--- src/rtl/bhc_pkg.sv ---
package bhc_pkg;

  typedef enum logic [1:0] {
    POL_FREEZE     = 2'b00,
    POL_NOTTAKEN   = 2'b01,
    POL_SLOT       = 2'b10,
    POL_SLOT_ANNUL = 2'b11
  } bpol_e;

  typedef struct packed {
    logic redirect;
    logic hold;
    logic kill_if;
    logic kill_id;
    logic kill_ex;
  } steer_t;

  // Action taken in the cycle a branch of policy p resolves.
  function automatic steer_t resolve_action(bpol_e p, logic taken);
    steer_t a;
    a = '0;
    case (p)
      POL_FREEZE: begin
        a.kill_if  = 1'b1;
        a.redirect = taken;
        a.hold     = ~taken;
      end
      POL_NOTTAKEN: begin
        a.redirect = taken;
        a.kill_if  = taken;
        a.kill_id  = taken;
        a.kill_ex  = taken;
      end
      POL_SLOT: begin
        a.redirect = taken;
        a.kill_if  = taken;
        a.kill_id  = taken;
      end
      default: begin
        a.redirect = taken;
        a.kill_if  = taken;
        a.kill_id  = taken;
        a.kill_ex  = ~taken;
      end
    endcase
    return a;
  endfunction

  function automatic logic [1:0] kill_count(logic a, logic b, logic c);
    return {1'b0, a} + {1'b0, b} + {1'b0, c};
  endfunction

endpackage

--- src/rtl/bhc_track.sv ---
module bhc_track
  import bhc_pkg::*;
(
  input  logic  clk,
  input  logic  rst_n,
  input  logic  dec_branch,
  input  bpol_e pol_in,
  input  logic  kill_if,
  input  logic  kill_id,
  input  logic  kill_ex,
  output logic  id_live,
  output logic  ex_live,
  output bpol_e ex_pol,
  output logic  mem_live,
  output bpol_e mem_pol
);

  logic id_bubble_q;

  assign id_live = dec_branch & ~id_bubble_q;

  always_ff @(posedge clk) begin
    if (!rst_n) begin
      id_bubble_q <= 1'b0;
      ex_live     <= 1'b0;
      mem_live    <= 1'b0;
      ex_pol      <= POL_FREEZE;
      mem_pol     <= POL_FREEZE;
    end else begin
      id_bubble_q <= kill_if;
      ex_live     <= id_live & ~kill_id;
      ex_pol      <= pol_in;
      mem_live    <= ex_live & ~kill_ex;
      mem_pol     <= ex_pol;
    end
  end

  // a branch squashed in execute is never seen in memory.
  assert_squashed_gone_R6: assert property (@(posedge clk) disable iff (!rst_n)
    (ex_live && kill_ex) |=> !mem_live);

endmodule

--- src/rtl/bhc_steer.sv ---
module bhc_steer
  import bhc_pkg::*;
#(
  parameter int PC_W = 16
) (
  input  logic            clk,
  input  logic            rst_n,
  input  logic            id_live,
  input  bpol_e           pol_in,
  input  logic            ex_live,
  input  bpol_e           ex_pol,
  input  logic            mem_live,
  input  bpol_e           mem_pol,
  input  logic            res_taken,
  input  logic [PC_W-1:0] res_target,
  output steer_t          act,
  output logic [PC_W-1:0] redirect_pc
);

  logic   id_frz, ex_frz, mem_frz;
  steer_t mem_act;

  assign id_frz  = id_live  && (pol_in  == POL_FREEZE);
  assign ex_frz  = ex_live  && (ex_pol  == POL_FREEZE);
  assign mem_frz = mem_live && (mem_pol == POL_FREEZE);

  always_comb begin
    mem_act      = mem_live ? resolve_action(mem_pol, res_taken) : '0;
    act          = '0;
    act.redirect = mem_act.redirect;
    act.kill_if  = mem_act.kill_if | id_frz | ex_frz;
    act.kill_id  = mem_act.kill_id;
    act.kill_ex  = mem_act.kill_ex;
    act.hold     = (mem_act.hold | id_frz | ex_frz) & ~mem_act.redirect;
  end

  assign redirect_pc = act.redirect ? res_target : '0;

  // freeze branches never overlap in the pipe.
  assert_single_freeze_R1: assert property (@(posedge clk) disable iff (!rst_n)
    $onehot0({id_frz, ex_frz, mem_frz}));

  // with no live branch in memory there is no redirect and no late squash.
  assert_no_resolve_idle_R5: assert property (@(posedge clk) disable iff (!rst_n)
    !mem_live |-> (!act.redirect && !act.kill_id && !act.kill_ex));

  // the target is exported only during a redirect.
  assert_target_gated_R9: assert property (@(posedge clk) disable iff (!rst_n)
    !act.redirect |-> (redirect_pc == '0));

endmodule

--- src/rtl/bhc_tally.sv ---
module bhc_tally
  import bhc_pkg::*;
#(
  parameter int CNT_W = 16
) (
  input  logic             clk,
  input  logic             rst_n,
  input  logic             kill_if,
  input  logic             kill_id,
  input  logic             kill_ex,
  output logic [CNT_W-1:0] count
);

  always_ff @(posedge clk) begin
    if (!rst_n) count <= '0;
    else        count <= count + CNT_W'(kill_count(kill_if, kill_id, kill_ex));
  end

  // no squash, no change in the slot count.
  assert_idle_count_R7: assert property (@(posedge clk) disable iff (!rst_n)
    (!kill_if && !kill_id && !kill_ex) |=> $stable(count));

endmodule

--- src/rtl/bhc_fetch_ctrl.sv ---
module bhc_fetch_ctrl
  import bhc_pkg::*;
#(
  parameter int PC_W  = 16,
  parameter int CNT_W = 16
) (
  input  logic             clk,
  input  logic             rst_n,
  input  logic [1:0]       mode,
  input  logic             dec_branch,
  input  logic             res_taken,
  input  logic [PC_W-1:0]  res_target,
  output logic             redirect,
  output logic [PC_W-1:0]  redirect_pc,
  output logic             fetch_hold,
  output logic             squash_if,
  output logic             squash_id,
  output logic             squash_ex,
  output logic [CNT_W-1:0] lost_slots
);

  bpol_e  pol_in, ex_pol, mem_pol;
  logic   id_live, ex_live, mem_live;
  steer_t act;

  assign pol_in = bpol_e'(mode);

  bhc_track u_track (
    .clk       (clk),
    .rst_n     (rst_n),
    .dec_branch(dec_branch),
    .pol_in    (pol_in),
    .kill_if   (act.kill_if),
    .kill_id   (act.kill_id),
    .kill_ex   (act.kill_ex),
    .id_live   (id_live),
    .ex_live   (ex_live),
    .ex_pol    (ex_pol),
    .mem_live  (mem_live),
    .mem_pol   (mem_pol)
  );

  bhc_steer #(.PC_W(PC_W)) u_steer (
    .clk        (clk),
    .rst_n      (rst_n),
    .id_live    (id_live),
    .pol_in     (pol_in),
    .ex_live    (ex_live),
    .ex_pol     (ex_pol),
    .mem_live   (mem_live),
    .mem_pol    (mem_pol),
    .res_taken  (res_taken),
    .res_target (res_target),
    .act        (act),
    .redirect_pc(redirect_pc)
  );

  bhc_tally #(.CNT_W(CNT_W)) u_tally (
    .clk    (clk),
    .rst_n  (rst_n),
    .kill_if(act.kill_if),
    .kill_id(act.kill_id),
    .kill_ex(act.kill_ex),
    .count  (lost_slots)
  );

  assign redirect   = act.redirect;
  assign fetch_hold = act.hold;
  assign squash_if  = act.kill_if;
  assign squash_id  = act.kill_id;
  assign squash_ex  = act.kill_ex;

  // a freeze decode keeps fetch stalled in the next cycle too.
  assert_freeze_hold_R1: assert property (@(posedge clk) disable iff (!rst_n)
    (id_live && pol_in == POL_FREEZE) |=> (redirect || (fetch_hold && squash_if)));

  // squashing decode only happens as part of a redirect.
  assert_id_squash_redirect_R2: assert property (@(posedge clk) disable iff (!rst_n)
    squash_id |-> redirect);

  // every redirect discards the wrong-path fetch.
  assert_redirect_kills_fetch_R3: assert property (@(posedge clk) disable iff (!rst_n)
    redirect |-> (squash_if && !fetch_hold));

  // squashing execute alone happens only in the annulling mode, on fall-through.
  assert_annul_only_R4: assert property (@(posedge clk) disable iff (!rst_n)
    (squash_ex && !redirect) |-> (mem_pol == POL_SLOT_ANNUL));

endmodule

--- config.mk ---
export PLATFORM = sky130hd
export DESIGN_NAME = bhc_fetch_ctrl
export DESIGN_NICKNAME = d
export VERILOG_FILES = /design/src/rtl/bhc_pkg.sv /design/src/rtl/bhc_track.sv /design/src/rtl/bhc_steer.sv /design/src/rtl/bhc_tally.sv /design/src/rtl/bhc_fetch_ctrl.sv
export SDC_FILE = /design/constraint.sdc
export NUM_CORES = 1
export LEC_CHECK = 0
export CAP_MARGIN = 20
export CORE_ASPECT_RATIO = 0.9
export CORE_MARGIN = 2
export CORE_UTILIZATION = 39
export CTS_CLUSTER_SIZE = 12
export DETAILED_ROUTE_END_ITERATION = 8
export PLACE_DENSITY = 0.79
export SLEW_MARGIN = 40
export SYNTH_ARGS = -nofsm -noshare
export SYNTH_HDL_FRONTEND = slang
export SYNTH_SLANG_ARGS = --single-unit
--- constraint.sdc ---
create_clock -name clk -period 4.05 [get_ports clk]
set_clock_uncertainty 0.15 [all_clocks]
set_input_delay 0.6075 -clock clk [delete_from_list [all_inputs] [get_ports clk]]
set_output_delay 0.6075 -clock clk [all_outputs]
set_load 0.02 [all_outputs]
==> results of run 1 <==
-- cells in the final DEF, fill, tap and decap left out, drive strengths merged, types with 3 or more instances in the layout --
master,instances
clkdlybuf4s50,58
dfxtp,23
and2,20
and3,17
xnor2,9
inv,7
nand4,6
o21ai,5
nand3,4
nand2,4
and4,3
or3,3
a21boi,3
clkbuf,3
-- routing by layer --
metal,vias to the layer above,track usage
met5,-,0
met4,0,0.0547
met3,4,0.0349
met2,54,0.308
met1,495,0.213
li1,549,-
-- power breakdown --
group / switching [W] / leakage [nW] / internal, W
Sequential: 0.00000536 / 0.187 / 0.000232
Combinational: 0.0000282 / 0.564 / 0.0000404
Clock: 0.0000657 / 0.0177 / 0.0000368
Total: 0.0000993 / 0.768 / 0.000310
-- cell usage after synthesis, types with 3 or more instances --
library cell and count:
clkbuf_1 6, nand2_1 4, a21boi_1 3, o21ai_0 5
inv_1 7, and4_1 3, and3_1 17, dfxtp_1 23
nand3_1 4, or3_1 3, xnor2_1 9, nand4_1 5
and2_1 19
-- worst max-delay path by stage --
stage                                    to  slack [ns]  cells past startpoint
after floorplan            u_tally.count[8]        0.79                     11
after global placement     u_tally.count[8]        0.50                     12
after detailed placement   u_tally.count[8]        0.34                     12
after CTS                  u_tally.count[8]        0.68                     12
after global routing      u_tally.count[14]        0.49                     12
final                      u_tally.count[8]        0.70                     12
-- state kept, by name, indices dropped and copies added, names as in the netlist --
name                 count
u_tally.count           16
u_track.ex_live          1
u_track.ex_pol           2
u_track.id_bubble_q      1
u_track.mem_live         1
u_track.mem_pol          2
-- cells by family after synthesis --
group,count (synthesis),synth area share
and+or+nand+nor,63,0.346
DFF,23,0.394
xor gates and xnor gates,11,0.0824
AOI/OAI and AO/OA,13,0.0707
buffers and inverters,14,0.0514
adders and majority gates,4,0.0557
-- final cells by class --
class,instances,area [um2],share of cell area
multi-input combinational,91,648,0.360
timing repair buffer,59,588,0.327
sequential,23,460,0.256
tap,40,50.0,0.0278
inverter,7,26.3,0.0146
clock buffer,3,22.5,0.0125
clock inverter,1,5.00,0.00278
-- stage by stage --
step	total power (W)	hold slack, ns
3_3_place_gp	0.000311	0.290
6_report	0.000409	0.327
5_1_grt	0.000435	0.352
4_1_cts	0.000416	0.330
3_5_place_dp	0.000313	0.300
2_1_floorplan	0.000271	0.281
-- worst max-delay path: cells and delay by family --
kind                     cells  cell delay [ns]
AND/OR/NAND/NOR              5             0.99
adder cells (fa/ha/maj)      3             1.16
AO/OA/AOI/OAI                1             0.10
XOR/XNOR                     1             0.07
buffers and inverters        2             0.46
==> results.yml, run 1 <==
status:
  outcome: "finished, final reports clean"
hold_path:
  hold_path_class: "reg2reg"
  hold_path_end: "u_track.mem_pol[0]"
  hold_depth: 1
  min_from: "u_track.ex_pol[0]"
die:
  start_util: 0.418
  die-area_um2: 3450
  die_x_um: 61.7
  fp.dieH_um: 55.9
  ios: 59
  coreArea_um2: 2790
  rows: 18
routing:
  drt_iter0_markers: 51
  top_layer: "met4"
  via_count: 1102
  wl_met3_um: 308
  wl_met1_um: 1260
  drc_errors: 0
  viasPerCell: 4.92
  met2_length_um: 1380
  drtAntennaViolNets: 0
  wire_per_inst_um: 13.2
  wirelength_um: 2960
  drt_pass1_iterations: 4
place:
  hpwl_um: 2300
  dp.cells: 220
  placed_area_um2: 1770
  port_buffers: 58
  dp_slack_ns: 0.338
  place.gp.congestion: 0.798
sta:
  max_slew_margin: 0.574
  final.period_utilization: 0.826
  rsz0062_at_grt: "no"
  setup_viol: 0
  worst_slack_ns: 0.704
  fmax_ghz: 0.299
  maxSlewViolCount: 0
  hold_viol_final: 0
  min_period_ns: 3.35
  tns_ns: 0
  worst_pin_slew_ns: 0.637
cts:
  cts_hold_buf: 0
  cts_resized: 0
  h-tree-depth: 1
  clk_path_buf_depth: 2
  clock_latency_ns: 0.30
  clkSinkCount: 23
  clkTransAtPathRegs_ns: 0.12
  numCtsBuffers: 3
  post-cts-setup-buffer-count: 0
  cts_tree: "done"
  cts-root-buf: "clkbuf_4"
yosys:
  syn_inst: 128
  synth_largest_area_cell: "dfxtp_1"
  ys_types: 28
  synthesis.area_um2: 1170
  ys_warn_count: 0
  synthArstFlopShare: 0
  synth-edff-count: 0
  yosys_register_bits: 23
  ys_seq_area_frac: 0.394
  synthTopCellsByArea: "dfxtp_1 39%, and2_1 10%, and3_1 9.1%"
  synth_top_area_share: 0.394
  syn_area_per_cell_um2: 9.13
  syn-num-nets: 154
  synth_ff_type: "dfxtp_1"
global_route:
  antenna_found_initial: 0
  grt_start_max_net_pins: 25
  track_usage: 0.178
  grt_pass1_wl_um: 4820
  grt_overflow: 0
  grt_pass1_vias: 1130
finish:
  fill_cells: 260
  layout.nets: 211
  syn2layout_area_growth_pct: 54.1
  drive_gt1_frac: 0.0380
  design_area_um2: 1800
  instances_no_fill: 224
  n_antenna_cell: 0
  finalCoreUtilization: 0.645
power_and_ir_drop:
  vdd_drop_max_uv: 136
  p_leak_nw: 0.768
  p_per_area_nw_per_um2: 227
worst_setup_path:
  cp_slowest_cell: "fa_1"
  critPathCaptureType: "register"
  startpoint: "mode[1]"
  r2r_cells: 10
  crit_path_max_incr_delay_ns: 0.54
  startpoint_type: "input port"
  arrival_ns: 3.41
  cp_cell_sequence: "clkdlybuf4s50_1, nor4b_1, a21oi_1, and2_1, fa_1, inv_1, ha_1, fa_1, and2_2, nand3_1, xnor2_1, and2_1"
  crit-reg2reg-launch: "u_track.mem_live"
  crit_fanout: 5
  rr_endpoint: "u_tally.count[14]"
  crit_type: "in2reg"
  reg2reg_setup_slack_ns: 0.94
  cp_data_required_time_ns: 4.11
job:
  drv_cap: 0
No activity file was read; power rests on OpenSTA's default activity.
==> run 2, diff against run 1 <==
Settings changed: CORE_UTILIZATION 39 to 35, PLACE_DENSITY 0.79 to 0.74.
Clock period 4.05 ns to 3 ns, I/O delays scaled along.
==> run 2 against run 1 <==
  * First-iteration DRC count is 51% lower
  * Count of clock-buffer cells in the layout stayed put
  * Worst hold slack worse by 0.0095 ns
  * Via count is 1.5% higher
  * Core utilization is 1.9 points lower
  * Sequential share of layout area is 1.9 points lower
  * Clock power is 83% higher
  * Register-to-register slack worse by 0.60 ns
  * Global-route usage is 2.6 points lower
  * Sequential cell count stayed put
==> results.yml, run 2 (synthesis gave the netlist of run 1 again) <==
status:
  outcome: "finished, final reports clean"
worst_setup_path:
  critPathBufInv: 2
  startpoint_type: "input port"
  cp_cell_sequence: "dlygate4sd2_1, nor4b_4, a21oi_2, and2_4, fa_1, inv_2, ha_4, fa_2, and2_4, nand3_4, or3_1, a21boi_1"
  critical-path-top-delay-family: "simple AND/OR/NAND/NOR gates"
  critPathCaptureType: "register"
  crit_top_cell: "and2_4"
  crit_type: "in2reg"
  arrival_ns: 2.85
  crit_fanout: 5
  cp_data_required_time_ns: 3.05
  crit_path_max_incr_delay_ns: 0.45
  cp_slowest_cell: "fa_1"
cts:
  numCtsBuffers: 3
  cts_hold_buf: 0
  h-tree-depth: 1
  clock_latency_ns: 0.26
  cts-root-buf: "clkbuf_8"
  clkTransAtPathRegs_ns: 0.08
  clkSinkCount: 23
  clk_path_buf_depth: 2
  cts_tree: "done"
job:
  drv_cap: 0
power_and_ir_drop:
  p_per_area_nw_per_um2: 316
  vdd_drop_max_uv: 256
  finalPower_w: 0.000615
  p_leak_nw: 0.855
die:
  coreArea_um2: 3110
  ios: 59
  start_util: 0.375
  die-area_um2: 3820
  fp.dieH_um: 58.8
  rows: 19
  die_x_um: 64.9
global_route:
  grt_start_max_net_pins: 25
  grt_pass1_wl_um: 4670
  antenna_found_initial: 0
  track_usage: 0.151
  grt_overflow: 0
  grt_pass1_vias: 1095
finish:
  syn2layout_area_growth_pct: 66.7
  n_antenna_cell: 0
  largest_reg_flops: 16
  layout_common_cells: "54 x clkdlybuf4s50_1, 23 x dfxtp_1, 17 x and3_1, 17 x and2_1, 10 x buf_4"
  ff_latch_area_um2: 460
  layout.nets: 220
  regMostFlops: "u_tally.count"
  drive_gt1_frac: 0.124
  fill_cells: 262
  layout_commonest_cell: "clkdlybuf4s50_1"
  top_regs: "u_tally.count: 16 flops, u_track.ex_pol: 2 flops, u_track.mem_pol: 2 flops"
  multi_input_area_um2: 701
place:
  hpwl_um: 2220
  port_buffers: 58
  place.gp.congestion: 0.803
routing:
  via_count: 1118
  drtAntennaViolNets: 0
  viasPerCell: 4.76
  drc_errors: 0
  wirelength_um: 2840
  wire_per_inst_um: 12.1
  drt_pass1_iterations: 4
  drt_iter0_markers: 25
sta:
  max_slew_margin: 0.570
  hold_viol_final: 0
  tns_ns: 0
  worst_pin_slew_ns: 0.644
  min_period_ns: 2.80
  setup_viol: 0
  final.period_utilization: 0.935
  maxSlewViolCount: 0
  fmax_ghz: 0.357
  rsz0062_at_grt: "no"
hold_path:
  hold_path_class: "reg2reg"
-- run 2: final timing paths --
| kind | slack, ns | cells after the start | start | endpoint |
|---|---|---|---|---|
| max | 0.20 | 12 | mode[1] | u_tally.count[14] |
| min | 0.32 | 1 | u_track.ex_pol[1] | u_track.mem_pol[1] |
| max reg2reg | 0.34 | 11 | u_track.id_bubble_q | u_tally.count[14] |
| min reg2reg | 0.32 | 1 | u_track.ex_pol[1] | u_track.mem_pol[1] |
-- run 2: what timing repair did --
item,CTS,global route
setup buffers,1,0
hold endpoints to repair,0,0
resized for setup,9,7
endpoints found under the setup margin,9,9
pin swaps,4,4
-- run 2: metrics by stage --
stage / instances / util / hold WS (ns) / setup WS [ns] / instance area (um2)
global route: 235 / 0.626 / 0.337 / 0.0672 / 1950
finish: 235 / 0.626 / 0.318 / 0.196 / 1950
CTS: 235 / 0.619 / 0.328 / 0.0158 / 1930
detailed placement: 230 / 0.590 / 0.303 / -0.517 / 1840
global placement: 230 / 0.590 / 0.304 / -0.386 / 1840
floorplan: 128 / - / 0.281 / 0.0271 / 1170
-- run 2: layer usage --
metal	track usage	part of all wire	up-vias	wire, um
met5	0	0	-	0
met4	0.0365	0.0028	0	8
met3	0.0344	0.093	2	263
met2	0.259	0.45	50	1270
met1	0.194	0.46	501	1290
li1	-	-	565	-
-- run 2: final cells by class --
class,instances,area share
well taps,42,0.0270
clock inverters,1,0.00257
clock buffers,3,0.0212
repair buffers,68,0.340
inverters,7,0.0135
flip-flops and latches,23,0.236
multi-input cells,91,0.360
-- run 2: power by group --
part	total, W	leakage, nW	switching [W]	internal (W)
clock network	0.000187	0.0255	0.0000946	0.0000924
logic	0.000107	0.642	0.0000427	0.0000640
registers	0.000321	0.187	0.00000763	0.000314
